`config.mk`:
```
export PLATFORM = sky130hd
export DESIGN_NAME = dacfe_top
export DESIGN_NICKNAME = d
export VERILOG_FILES = /design/src/rtl/dacfe_pkg.sv /design/src/rtl/dacfe_sync.sv /design/src/rtl/dacfe_in_stage.sv /design/src/rtl/dacfe_out_stage.sv /design/src/rtl/dacfe_top.sv
export SDC_FILE = /design/constraint.sdc
export NUM_CORES = 1
export LEC_CHECK = 0
export ABC_AREA = 1
export BUFFER_PORTS_ARGS = -buffer_cell sky130_fd_sc_hd__buf_2
export CORE_ASPECT_RATIO = 1.75
export CORE_MARGIN = 2
export CORE_UTILIZATION = 40
export CTS_CLUSTER_SIZE = 40
export DETAILED_ROUTE_END_ITERATION = 12
export PLACE_DENSITY = 0.58
export SKIP_CTS_REPAIR_TIMING = 1
export SLEW_MARGIN = 30
export SYNTH_ARGS = -nofsm -noshare
export SYNTH_HDL_FRONTEND = slang
export SYNTH_SLANG_ARGS = --single-unit
```
`constraint.sdc`:
```
create_clock -name clk -period 2.7 [get_ports clk]
set_input_delay 0.27 -clock clk [delete_from_list [all_inputs] [get_ports clk]]
set_output_delay 0.27 -clock clk [all_outputs]
set_load 0.005 [all_outputs]
```
`src/rtl/dacfe_pkg.sv`:
```
package dacfe_pkg;

  // Synchronized control group, all active low.
  typedef struct packed {
    logic clr_n;
    logic ld_n;
    logic wr_n;
    logic sel_hi_n;
    logic sel_lo_n;
  } ctl_t;

  localparam int CTL_W = $bits(ctl_t);
  localparam int LANES = 2;

  // True in the cycle a sampled active-low strobe returns high.
  function automatic logic rising(input logic now_v, input logic prev_v);
    return now_v && !prev_v;
  endfunction

  // A lane accepts bus data while open or on the closing edge.
  function automatic logic lane_open(input logic sel_n, input logic wr_n,
                                     input logic wr_rise);
    return !sel_n && (!wr_n || wr_rise);
  endfunction

  // Second stage loads while its strobe is low or on its closing edge.
  function automatic logic stage_load(input logic ld_n, input logic ld_rise);
    return !ld_n || ld_rise;
  endfunction

endpackage

```
`src/rtl/dacfe_sync.sv`:
```
module dacfe_sync #(
  parameter int W      = 8,
  parameter int STAGES = 2
) (
  input  logic         clk,
  input  logic         rst_n,
  input  logic [W-1:0] d_i,
  output logic [W-1:0] q_o
);

  logic [STAGES-1:0][W-1:0] stg;

  always_ff @(posedge clk) begin
    if (!rst_n) begin
      stg <= '1;
    end else begin
      stg[0] <= d_i;
      for (int i = 1; i < STAGES; i++) stg[i] <= stg[i-1];
    end
  end

  assign q_o = stg[STAGES-1];

endmodule

```
`src/rtl/dacfe_in_stage.sv`:
```
module dacfe_in_stage
  import dacfe_pkg::*;
#(
  parameter int DATA_W = 16
) (
  input  logic              clk,
  input  logic              rst_n,
  input  logic [DATA_W-1:0] clr_val,
  input  logic              clr_act,
  input  logic [LANES-1:0]  lane_sel_n,
  input  logic              wr_n,
  input  logic              wr_rise,
  input  logic [DATA_W-1:0] bus,
  output logic [LANES-1:0]  lane_open_o,
  output logic [DATA_W-1:0] in_next,
  output logic [DATA_W-1:0] in_q
);

  localparam int LANE_W = DATA_W / LANES;

  for (genvar l = 0; l < LANES; l++) begin : g_lane
    localparam int LO = l * LANE_W;
    assign lane_open_o[l] = lane_open(lane_sel_n[l], wr_n, wr_rise);
    assign in_next[LO +: LANE_W] = clr_act        ? clr_val[LO +: LANE_W] :
                                   lane_open_o[l] ? bus[LO +: LANE_W]     :
                                                    in_q[LO +: LANE_W];
  end

  always_ff @(posedge clk) begin
    if (!rst_n) in_q <= clr_val;
    else        in_q <= in_next;
  end

endmodule

```
`src/rtl/dacfe_out_stage.sv`:
```
module dacfe_out_stage
  import dacfe_pkg::*;
#(
  parameter int DATA_W = 16
) (
  input  logic              clk,
  input  logic              rst_n,
  input  logic [DATA_W-1:0] clr_val,
  input  logic              clr_act,
  input  logic              ld_n,
  input  logic              ld_rise,
  input  logic [DATA_W-1:0] in_next,
  output logic              load_o,
  output logic [DATA_W-1:0] code_q,
  output logic              upd_q
);

  logic [DATA_W-1:0] code_next;

  assign load_o = stage_load(ld_n, ld_rise);

  always_comb begin
    if (clr_act)     code_next = clr_val;
    else if (load_o) code_next = in_next;
    else             code_next = code_q;
  end

  always_ff @(posedge clk) begin
    if (!rst_n) begin
      code_q <= clr_val;
      upd_q  <= 1'b0;
    end else begin
      code_q <= code_next;
      upd_q  <= (code_next != code_q);
    end
  end

endmodule

```
`src/rtl/dacfe_top.sv`:
```
module dacfe_top
  import dacfe_pkg::*;
#(
  parameter int DATA_W      = 16,
  parameter int SYNC_STAGES = 2
) (
  input  logic              clk,
  input  logic              rst_n,
  input  logic [DATA_W-1:0] bus_i,
  input  logic              sel_lo_n,
  input  logic              sel_hi_n,
  input  logic              wr_n,
  input  logic              ld_n,
  input  logic              clr_n,
  input  logic              mid_sel,
  output logic [DATA_W-1:0] code_o,
  output logic              upd_o
);

  localparam int PIPE_W = DATA_W + CTL_W;

  ctl_t              pin_ctl, s_ctl;
  logic [PIPE_W-1:0] pipe_in, pipe_out;
  logic [DATA_W-1:0] s_bus;
  logic              p_wr_n, p_ld_n;
  logic              wr_rise, ld_rise, clr_act, load_w;
  logic [DATA_W-1:0] clr_val, in_next, in_q;
  logic [LANES-1:0]  lane_open_w;

  assign pin_ctl.clr_n    = clr_n;
  assign pin_ctl.ld_n     = ld_n;
  assign pin_ctl.wr_n     = wr_n;
  assign pin_ctl.sel_hi_n = sel_hi_n;
  assign pin_ctl.sel_lo_n = sel_lo_n;
  assign pipe_in          = {bus_i, pin_ctl};

  // Data travels with its controls so strobe/data alignment is kept.
  dacfe_sync #(.W(PIPE_W), .STAGES(SYNC_STAGES)) u_sync (
    .clk   (clk),
    .rst_n (rst_n),
    .d_i   (pipe_in),
    .q_o   (pipe_out)
  );

  assign {s_bus, s_ctl} = pipe_out;

  always_ff @(posedge clk) begin
    if (!rst_n) {p_wr_n, p_ld_n} <= 2'b11;
    else        {p_wr_n, p_ld_n} <= {s_ctl.wr_n, s_ctl.ld_n};
  end

  assign wr_rise = rising(s_ctl.wr_n, p_wr_n);
  assign ld_rise = rising(s_ctl.ld_n, p_ld_n);
  assign clr_act = !s_ctl.clr_n;
  assign clr_val = {mid_sel, {(DATA_W-1){1'b0}}};

  dacfe_in_stage #(.DATA_W(DATA_W)) u_in (
    .clk         (clk),
    .rst_n       (rst_n),
    .clr_val     (clr_val),
    .clr_act     (clr_act),
    .lane_sel_n  ({s_ctl.sel_hi_n, s_ctl.sel_lo_n}),
    .wr_n        (s_ctl.wr_n),
    .wr_rise     (wr_rise),
    .bus         (s_bus),
    .lane_open_o (lane_open_w),
    .in_next     (in_next),
    .in_q        (in_q)
  );

  dacfe_out_stage #(.DATA_W(DATA_W)) u_out (
    .clk     (clk),
    .rst_n   (rst_n),
    .clr_val (clr_val),
    .clr_act (clr_act),
    .ld_n    (s_ctl.ld_n),
    .ld_rise (ld_rise),
    .in_next (in_next),
    .load_o  (load_w),
    .code_q  (code_o),
    .upd_q   (upd_o)
  );

endmodule

```
# After elaboration in Yosys (flattened, before gate mapping)
# Index checks and enable logic that the tools add are counted.
dict set report word_totals {
  reg_bits 77
  output_inout_bits 17
  in_bits 24
}
dict set report classes {
  eq_ne 1
  muxes 8
  reduce_logical 12
}
# op count
set ops {}
lappend ops {{16-bit 2-to-1 mux} 4}
lappend ops {{8-bit 2-to-1 mux} 4}
lappend ops {{16-bit != test} 1}
lappend ops {{1-bit zero test} 6}
lappend ops {{1-bit logical AND} 4}
lappend ops {{1-bit logical OR} 2}

# Logic depth before layout (Yosys ltp)
# Gate-level depths: netlist (run 1).
dict set report logic_depth {
  depth_word 9
  ltp_mapped 13
  mapped_depth_nobuf 13
}

# Modules after synthesis
# Synthesis (run 1) repeated with hierarchy kept, for this count alone.
dict set report unflattened {
  hier_cells 600
  area_unflattened_um2 3995.1
}
# mod area_per_inst_um2 seq_area_each_um2 cells_per_inst n_inst
set by_module_without_submodules {}
lappend by_module_without_submodules {dacfe_out_stage 1478.9 340.3 259 1}
lappend by_module_without_submodules {dacfe_sync 1370.1 840.8 152 1}
lappend by_module_without_submodules {dacfe_in_stage 1071.0 320.3 179 1}
lappend by_module_without_submodules {dacfe_top 75.1 40.0 10 1}

# Least setup slack after synthesis (run 1)
# No wires, ideal clock.
dict set report synth_timing {
  path_type {reg2reg}
  from {register u_sync.stg (netlist bit u_sync.q_o[3])}
  to {register u_out.upd_q}
  t_arrival_ns 1.194
  stages_incl_launch_ff 13
  n_path_buf 1
  period_less_slack_ns 1.322
  slack_ns 1.378
  setup_ns 0.128
  required_ns 2.572
  path_cell_list {dfxtp_1 > nand2_4 > inv_2 > nand2_2 > buf_4 > nand2_1 > nand2_1 > nand2_1 > nand3_1 > nor2_1 > nand2_1 > nor2_1 > nor2_1}
}
dict set report synth_via {
  elab_chain_cells 5
  elab_cells_between_ends 6
  cone_classes {eq/ne (1); mux (2); reduce/logical (3)}
}
# item line
set synth_rtl {}
lappend synth_rtl {{start: declaration} dacfe_sync.sv:11} ;# logic [STAGES-1:0][W-1:0] stg;
lappend synth_rtl {{1-bit zero test / 1-bit logical AND (equally long branches)} {dacfe_pkg.sv:28, dacfe_pkg.sv:17}}
lappend synth_rtl {{1-bit logical OR *} dacfe_pkg.sv:28} ;# return !ld_n || ld_rise;
lappend synth_rtl {{16-bit 2-to-1 mux *} dacfe_out_stage.sv:24} ;# else if (load_o) code_next = in_next;
lappend synth_rtl {{16-bit 2-to-1 mux *} dacfe_out_stage.sv:23} ;# if (clr_act) code_next = clr_val;
lappend synth_rtl {{16-bit != test *} dacfe_out_stage.sv:34} ;# upd_q <= (code_next != code_q);
lappend synth_rtl {{end signal: assignment} dacfe_out_stage.sv:34}
lappend synth_rtl {{end: declaration} dacfe_out_stage.sv:15} ;# output logic upd_q
# Every way passes the cells marked *; elsewhere a longest branch is shown, timed or not.
# A chain may end at the register's enable or synchronous reset.

# Final worst setup path (run 1)
# Same ends and word-level chain as after synthesis.

==> impl.org, run 1 <==
** Outcome
- Status :: finished clean

** Worst setup path
- Critical path, cell by cell :: nand2_4, inv_2, nand2_2, inv_1, a21oi_2, nand2_1, nand2_1, nand3_1, nor2_1, nand2_1, nor2_1, nor2_1
- Slowest stage cell on the critical path :: dfxtp_1
- R2R depth :: 12
- The largest single stage delay on the critical path is 330 ps.
- STA puts the critical path data arrival time at 1950 ps.
- Critical path endpoint category :: flip-flop
- The critical path is of the flip-flop to flip-flop type.
- Critical Path RT :: 2910 ps
- The endpoint identified for the worst register-to-register timing path is u_out.upd_q.
- Worst Setup Start Kind :: flip-flop
- R2R setup slack :: 960 ps
- The worst register-to-register path begins at u_sync.q_o[3].
- Of all nets on the critical path, the largest fanout is 17.

** Clocking
- TritonCTS built the clock tree.
- Skew-Pair Late Insertion Delay :: 330 ps
- Clock tree synthesis inserted a total of 9 buffers.
- Clock transition at the register clock pins on the worst setup and hold paths after CTS :: 60 ps
- The clock drives 77 sinks.
- Deepest level of the CTS H-tree :: 3
- The cell sitting at the root of the clock tree is a clkbuf_16.
- The clock passes through at most 2 buffers.

** Flow run
- MaxCap Viol Count :: 0

** Global route
- Final global-route overflow total :: 0
- Entering global routing, the biggest net connects 44 pins.
- The via count of the first global-routing pass came to 1918.
- Antenna violations before repair :: 0
- Global-route wire length before repair :: 8556 um
- Total routing usage reported by global routing :: 14.59%

** Placed design
- The placed instances occupy a cell area of 3182 um^2.
- The congestion estimate from routability-driven global placement came to 0.8282.
- Detailed placement finished with a half-perimeter wire length of 3667 um.
- # port buffers :: 40

** Routing
- DRC errors left :: 0
- Dividing the detail-routed wire length by the instance count gives 10.84 um.
- Across all layers, the routed design uses 2223 vias.
- The detail route stage leaves a number of antenna-violating nets equal to 0.
- The first detailed-routing pass took 4 iterations.
- After the first detailed-routing iteration, the DRC count stood at 151.
- Post-DR vias/cell :: 4.641
- Post-detailed-routing wire length :: 5191 um

** Timing
- Clock period minus final worst setup slack :: 1738 ps
- At the pin with the least slew margin, the transition time is 313.2 ps.
- Based on the critical path, the design can be clocked at up to 575.3 MHz.
- Setup violators final :: 0
- For the final database, setup skew stands at 3.283 ps.
- The number of endpoints with negative hold slack in the final report is 0.
- On the final layout, the worst hold slack is 121.6 ps.
- The worst path uses 64.38% of the clock period.
- Max-slew violation total from the final report :: 0
- Headroom to the max-slew limit came out at 79.09%.
- RSZ-0062 raised after global routing :: false
- Final-layout setup total negative slack :: 0 ps

** Power
- Internal power of the cells :: 1.864 mW
- Leakage power total :: 1.657 nW
- Of the total power, combinational logic draws 6.4%.
- The worst-case IR drop observed on VDD is 0.0004558 V.
- In this run the power density over the cells is 696.8 nW/um^2.
- Fraction of power consumed by sequential logic :: 49.8%
- Of the total power, the clock network draws 43.8%.
- Of the total power, the share spent switching nets is 22.31%.
- In this run the power spent charging and discharging nets is 0.5353 mW.
- The design draws 2.399 mW.

** Synth
- Number of instances in the synthesized netlist :: 348
- Total of warnings raised by yosys :: 0
- Counting flops and latches in the post-synthesis netlist gives 77.
- For this run, the register share of the synthesized area comes to 52.74%.
- Mapped Area :: 2923 um^2
- The average instance in the mapped netlist occupies 8.399 um^2.
- In this run, distinct cell masters in the synthesized netlist total 24.
- Synthesis produced a netlist with a net count of 372.

** Cells and area
- FILL cells :: 709
- Antenna diode count :: 0
- After the last flow step, the layout net total stands at 412.
- Flip-flop and latch area :: 1541 um^2
- Area taken by multi-input logic gates :: 1167 um^2
- Relative area change from synthesis to final layout :: 17.81%
- Final non-filler cell area :: 3443 um^2
- Share of post-route cells with drive strength above 1 :: 30.28%

** Worst hold path
- Worst hold path cell count :: 2
- The startpoint identified for the worst hold timing path is bus_i[14].
- Endpoint of the worst hold path :: u_sync.stg[19]
- The min-delay analysis places its worst path in the category input port to flip-flop.

** Die
- The initial utilization of the core area, before any placement, comes to 40.99%.
- Die ar. :: 8033 um^2
- Die Wd :: 68.62 um
- The total area inside the core boundary comes to 7131 um^2.
- Number of ports placed on the die boundary :: 41
- Die Y :: 117.1 um
- Row generation in the floorplan step produced 41 rows.
worst max path at each step:
stage                              from     endpoint  slack [ps]  cells after the start
final                     u_sync.q_o[3]  u_out.upd_q         960                     12
after global placement           p_ld_n  u_out.upd_q        1020                     12
after CTS                 u_sync.q_o[3]  u_out.upd_q         940                     12
after global routing             p_ld_n  u_out.upd_q         760                     12
after floorplan           u_sync.q_o[3]  u_out.upd_q        1380                     12
after detailed placement         p_ld_n  u_out.upd_q         950                     12
sequential cells by signal, summed over array words and instances, names as in the netlist:
name	cells
u_in.in_q	16
p_ld_n	1
u_out.upd_q	1
u_sync.q_o	21
p_wr_n	1
u_sync.stg	21
u_out.code_q	16
metrics by stage:
stage | std cells | utilization (%) | worst slack (ps)
floorplan | 348 | - | 1378
global route | 479 | 48.29 | 759.5
finish | 479 | 48.29 | 961.8
CTS | 479 | 48.29 | 944.9
detailed placement | 463 | 44.62 | 954.4
global placement | 463 | 44.62 | 1018
final cells by class:
| type | instances | share of cell area (%) |
|---|---|---|
| Clock inverter | 4 | 0.7267 |
| Clock buffer | 12 | 6.868 |
| Sequential cell | 77 | 44.77 |
| Inverter | 38 | 4.142 |
| Tap cell | 86 | 3.125 |
| Timing Repair Buffer | 43 | 6.468 |
| Multi-Input combinational cell | 219 | 33.90 |
layout by cell type (no fill, tap or decap), types with 9 or more instances in the layout:
master      n
nand3_1    21
nor2_1     24
and3_1      9
buf_2      40
inv_1      35
or2_2      44
dfxtp_1    77
nand2_1    75
clkbuf_16   9
metal layers:
metal,part of all wire [%],vias to the layer above,track usage (%)
met5,0,-,0
met4,3.9,0,10.53
met2,49,36,22.31
met1,44,1007,17.29
met3,3.1,15,3.728
li1,-,1165,-
power groups by stage:
stage                     sequential, mW  combinational [mW]  clock, mW
after CTS                           1.19               0.157       1.08
after detailed placement            1.22               0.156          0
after global placement              1.22               0.153          0
after floorplan                     1.22               0.115          0
after global routing                1.20               0.177       1.13
final                               1.19               0.154       1.05
cell families (layout without fill, tap and decap cells):
group	count (synthesis)	after routing	share of synthesized area [%]
AND/OR/NAND/NOR	203	203	36.17
flip-flops	77	77	52.74
buffers and inverters	52	97	7.320
AO/OA/AOI/OAI	16	16	3.767
cells in the mapped netlist:
| master | number | area, um^2 |
|---|---|---|
| a21oi_1 | 4 | 20.02 |
| nand3_2 | 6 | 60.06 |
| or2_2 | 44 | 275.3 |
| nor2_1 | 24 | 90.09 |
| nand3_1 | 21 | 105.1 |
| buf_2 | 3 | 15.01 |
| dfxtp_1 | 77 | 1541 |
| nand2_1 | 75 | 281.5 |
| inv_1 | 35 | 131.4 |
| buf_6 | 1 | 11.26 |
| inv_2 | 3 | 11.26 |
| o21bai_1 | 8 | 60.06 |
| nand3b_1 | 7 | 52.55 |
| a221oi_1 | 1 | 8.760 |
| buf_4 | 2 | 15.01 |
| clkbuf_1 | 8 | 30.03 |
| o211ai_1 | 1 | 7.510 |
| and3_1 | 9 | 56.30 |
| nand2_4 | 2 | 22.52 |
| nand3b_2 | 4 | 45.04 |
| o21ai_0 | 1 | 5.000 |
| a21oi_2 | 1 | 8.760 |
| nand4_1 | 8 | 50.05 |
| nand2_2 | 3 | 18.77 |
worst max-delay path, delay by kind of cell (launching register included):
kind,cells,cell delay (ps)
AO/OA/AOI/OAI,1,160
flip-flops,1,330
AND/OR/NAND/NOR,9,870
buffers and inverters,2,260
No activity file was read; power rests on OpenSTA's default activity.
==> run 2: changes to the inputs <==
- clock period: 2.7 -> 1.6 ns (I/O delays scaled with it)
==> run 2 against run 1 <==
  * Combinational power grew 120%
  * Highest routed layer unchanged
  * Sequential share of layout area shrank 4.3 points
  * Die area is the same
  * Clock skew grew 2.5 ps
  * Fmax grew 14%
  * Clock power grew 110%
  * Cell count grew 2.3%
  * Setup slack lost 890 ps
  * Hold slack lost 110 ps
==> impl.org, run 2 (synthesized netlist as in run 1, its figures left out) <==
** Timing
- The number of endpoints with negative hold slack in the final report is 0 (unchanged).
- Setup repair after global routing could not meet its margin everywhere.
- The final critical delay including setup and external delays came to 1525 ps (-213.6 ps).
- The count of final setup violators was 0 (unchanged).
- Transition time at the pin with the least slew margin :: 319.3 ps (+6.083 ps)
- Final clock period utilization by the worst path :: 95.29% (+31 points)
- The relative slew slack came to 78.71% (-0.38 points).
- The largest clock skew in the final design is 5.807 ps (+2.524 ps).
- Max-slew violation total from the final report :: 0 (unchanged)
- Timing-limited maximum frequency :: 655.9 MHz (+14%)

** Die
- Die Wd :: 68.62 um (unchanged)
- The height of the die was 117.1 um (unchanged).
- Num rows :: 41 (unchanged)
- The floorplan die area came to 8033 um^2 (unchanged).
- The initial standard-cell utilization of the core is 40.99% (unchanged).
- The number of ports placed on the die boundary was 41 (unchanged).
- The floorplan core area is 7131 um^2 (unchanged).

** Worst setup path
- Critical Path RT :: 1810 ps (-1100 ps)
- The critical path is of the flip-flop to flip-flop type.
- The peak fanout along the critical path came to 7 (-10).
- The critical path data arrival time came to 1730 ps (-220 ps).
- Critical path endpoint category :: flip-flop
- Worst Setup Start Kind :: flip-flop

** Cells and area
- Top library cells by usage in the layout, fill and taps aside :: dfxtp_1 (73), nand2_1 (60), or2_2 (44), buf_2 (40), inv_1 (35)
- Non-filler cells, final :: 490 (+2.3%)
- FILL cells :: 658 (-7.2%)
- Final non-filler cell area :: 3831 um^2 (+11%)
- Relative area change from synthesis to final layout :: 31.08%
- Antenna diode count :: 0 (unchanged)
- The net count reported at finish is 423 (+2.7%).
- Leaving out fill and tap cells, the most frequent cell in the layout is dfxtp_1.
- The fraction of layout cells with a size suffix above 1 came to 41.34% (+11 points).

** Power
- The total power draw came to 4.568 mW (+90%).
- Part of the power in the clock network :: 48.4% (+4.6 points)
- Sw frac :: 21.38% (-0.93 points)
- Fraction of power consumed by sequential logic :: 44.1% (-5.7 points)
- The switching power was 0.9764 mW (+82%).
- Internal power of the cells :: 3.591 mW (+93%)
- The power per cell area came to 1192 nW/um^2 (+71%).
- Peak ir drop on the vdd network :: 0.0007950 V (+74%)
- Share of total power in combinational logic :: 7.5% (+1.1 points)
- The leakage power summed over all cells is 1.831 nW (+11%).

** Global route
- Total routing usage reported by global routing :: 15.56% (+0.97 points)
- The via count of the first global-routing pass was 1997 (+4.1%).
- Largest net degree at the start of global routing :: 35 (-20%)
- The initial antenna violation count came to 0 (unchanged).
- Global-route wire length before repair :: 9128 um (+6.7%)
- The total congestion overflow is 0 (unchanged).

** Routing
- Post-DR vias/cell :: 4.735 (+2.0%)
- Post-detailed-routing wire length :: 5813 um (+12%)
- DRC errors left :: 0 (unchanged)
- The routed wire length per instance was 11.86 um (+9.5%).
- Via total after detailed routing :: 2320 (+4.4%)
- The first-pass iteration count of the detailed router came to 4 (unchanged).
- Residual antenna-violating net count after detailed routing :: 0 (unchanged)
- Iter 0 DRT Violations :: 137 (-9.3%)

** Clocking
- The root buffer cell chosen for the clock tree is clkbuf_16.
- Clock tree from TritonCTS :: built
- The maximum root-to-sink buffer count is 2 (unchanged).
- The number of clock buffers inserted by TritonCTS came to 9 (unchanged).
- Clk sinks :: 77 (unchanged)
- The clock latency at the later pin of the worst-skew pair is 330 ps (about the same).
- Deepest level of the CTS H-tree :: 3 (unchanged)
- The clock edge transition at the registers on the reported setup and hold paths is 60 ps (about the same).

** Placed design
- The number of I/O port buffers came to 40 (unchanged).
- The number of placed instances, taps included came to 470 (+1.5%).
- RD Place Congestion :: 0.8361 (+0.95%)
- Final HPWL from detailed placement :: 3793 um (+3.4%)
- Placed cell areas :: 3247 um^2 (+2.0%)

** Outcome
- The flow ran to the end, and the final reports show no timing, DRC or antenna violations.

** Worst hold path
- The tightest min-delay check is of the input port to flip-flop type.

** Flow run
- MaxCap Viol Count :: 0 (unchanged)
[run 2: cell count changes in the layout (fill, tap and decap cells not counted), sizes merged]
cell and delta:
buf +9, bufinv +2, clkinvlp -2, nand2 +2
clkbuf -1, clkinv +1
[run 2: cell type report]
type	count	area (um^2)	share of cell area (%)
well taps	86	107.6	2.809
clock buffers	11	252.7	6.597
repair buffers	52	314.1	8.197
inverters	38	147.6	3.854
multi-input cells	221	1375	35.89
flip-flops and latches	77	1551	40.50
clock inverters	5	82.58	2.155
[run 2: power by group through the flow]
stage                     clock network, mW  logic, mW  registers, mW
after global routing                   2.35      0.384           2.02
after floorplan                           0      0.194           2.05
after global placement                    0      0.288           2.05
after CTS                              2.25      0.293           2.01
after detailed placement                  0      0.292           2.06
final                                  2.21      0.342           2.02
[run 2: routing by layer]
metal | vias up | track usage (%) | share of wire [%] | wire length (um)
met5 | - | 0 | 0 | 0
met1 | 1061 | 18.03 | 41 | 2403
li1 | 1194 | - | - | -
met4 | 0 | 10.13 | 2.2 | 127
met3 | 9 | 4.015 | 4.5 | 264
met2 | 56 | 24.74 | 52 | 3018
[run 2: path summary, 6_finish.rpt]
path	cells after the start	startpoint	slack [ps]	to
max reg2reg	13	u_sync.q_o[2]	80	u_out.upd_q
max	13	u_sync.q_o[2]	80	u_out.upd_q
min	2	bus_i[4]	10	u_sync.stg[9]
min reg2reg	1	u_sync.stg[3]	410	u_sync.q_o[3]
[run 2: worst max-delay path, stage by stage (launching register included)]
cell     delay, ps
dfxtp_4        400
nand2_8        110
nand2_8        120
nand2_4         60
nand3_4         60
nand2_2         70
nand2_2         80
nand2_2         50
nand2_1         60
nand2_1         60
nor2_2         110
nand2_2         80
nor2_2         100
nor2_1          40
[run 2: metrics by stage]
| step | hold slack (ps) | TNS (ps) | utilization (%) | setup slack, ps |
|---|---|---|---|---|
| detailed placement | 347.5 | -47.30 | 45.53 | -47.30 |
| finish | 14.82 | 0 | 53.73 | 75.41 |
| global placement | 345.6 | -6.682 | 45.53 | -6.682 |
| floorplan | 266.6 | 0 | - | 278.2 |
| CTS | 1.859 | -61.84 | 50.24 | -61.84 |
| global route | 5.161 | -19.01 | 53.73 | -19.01 |
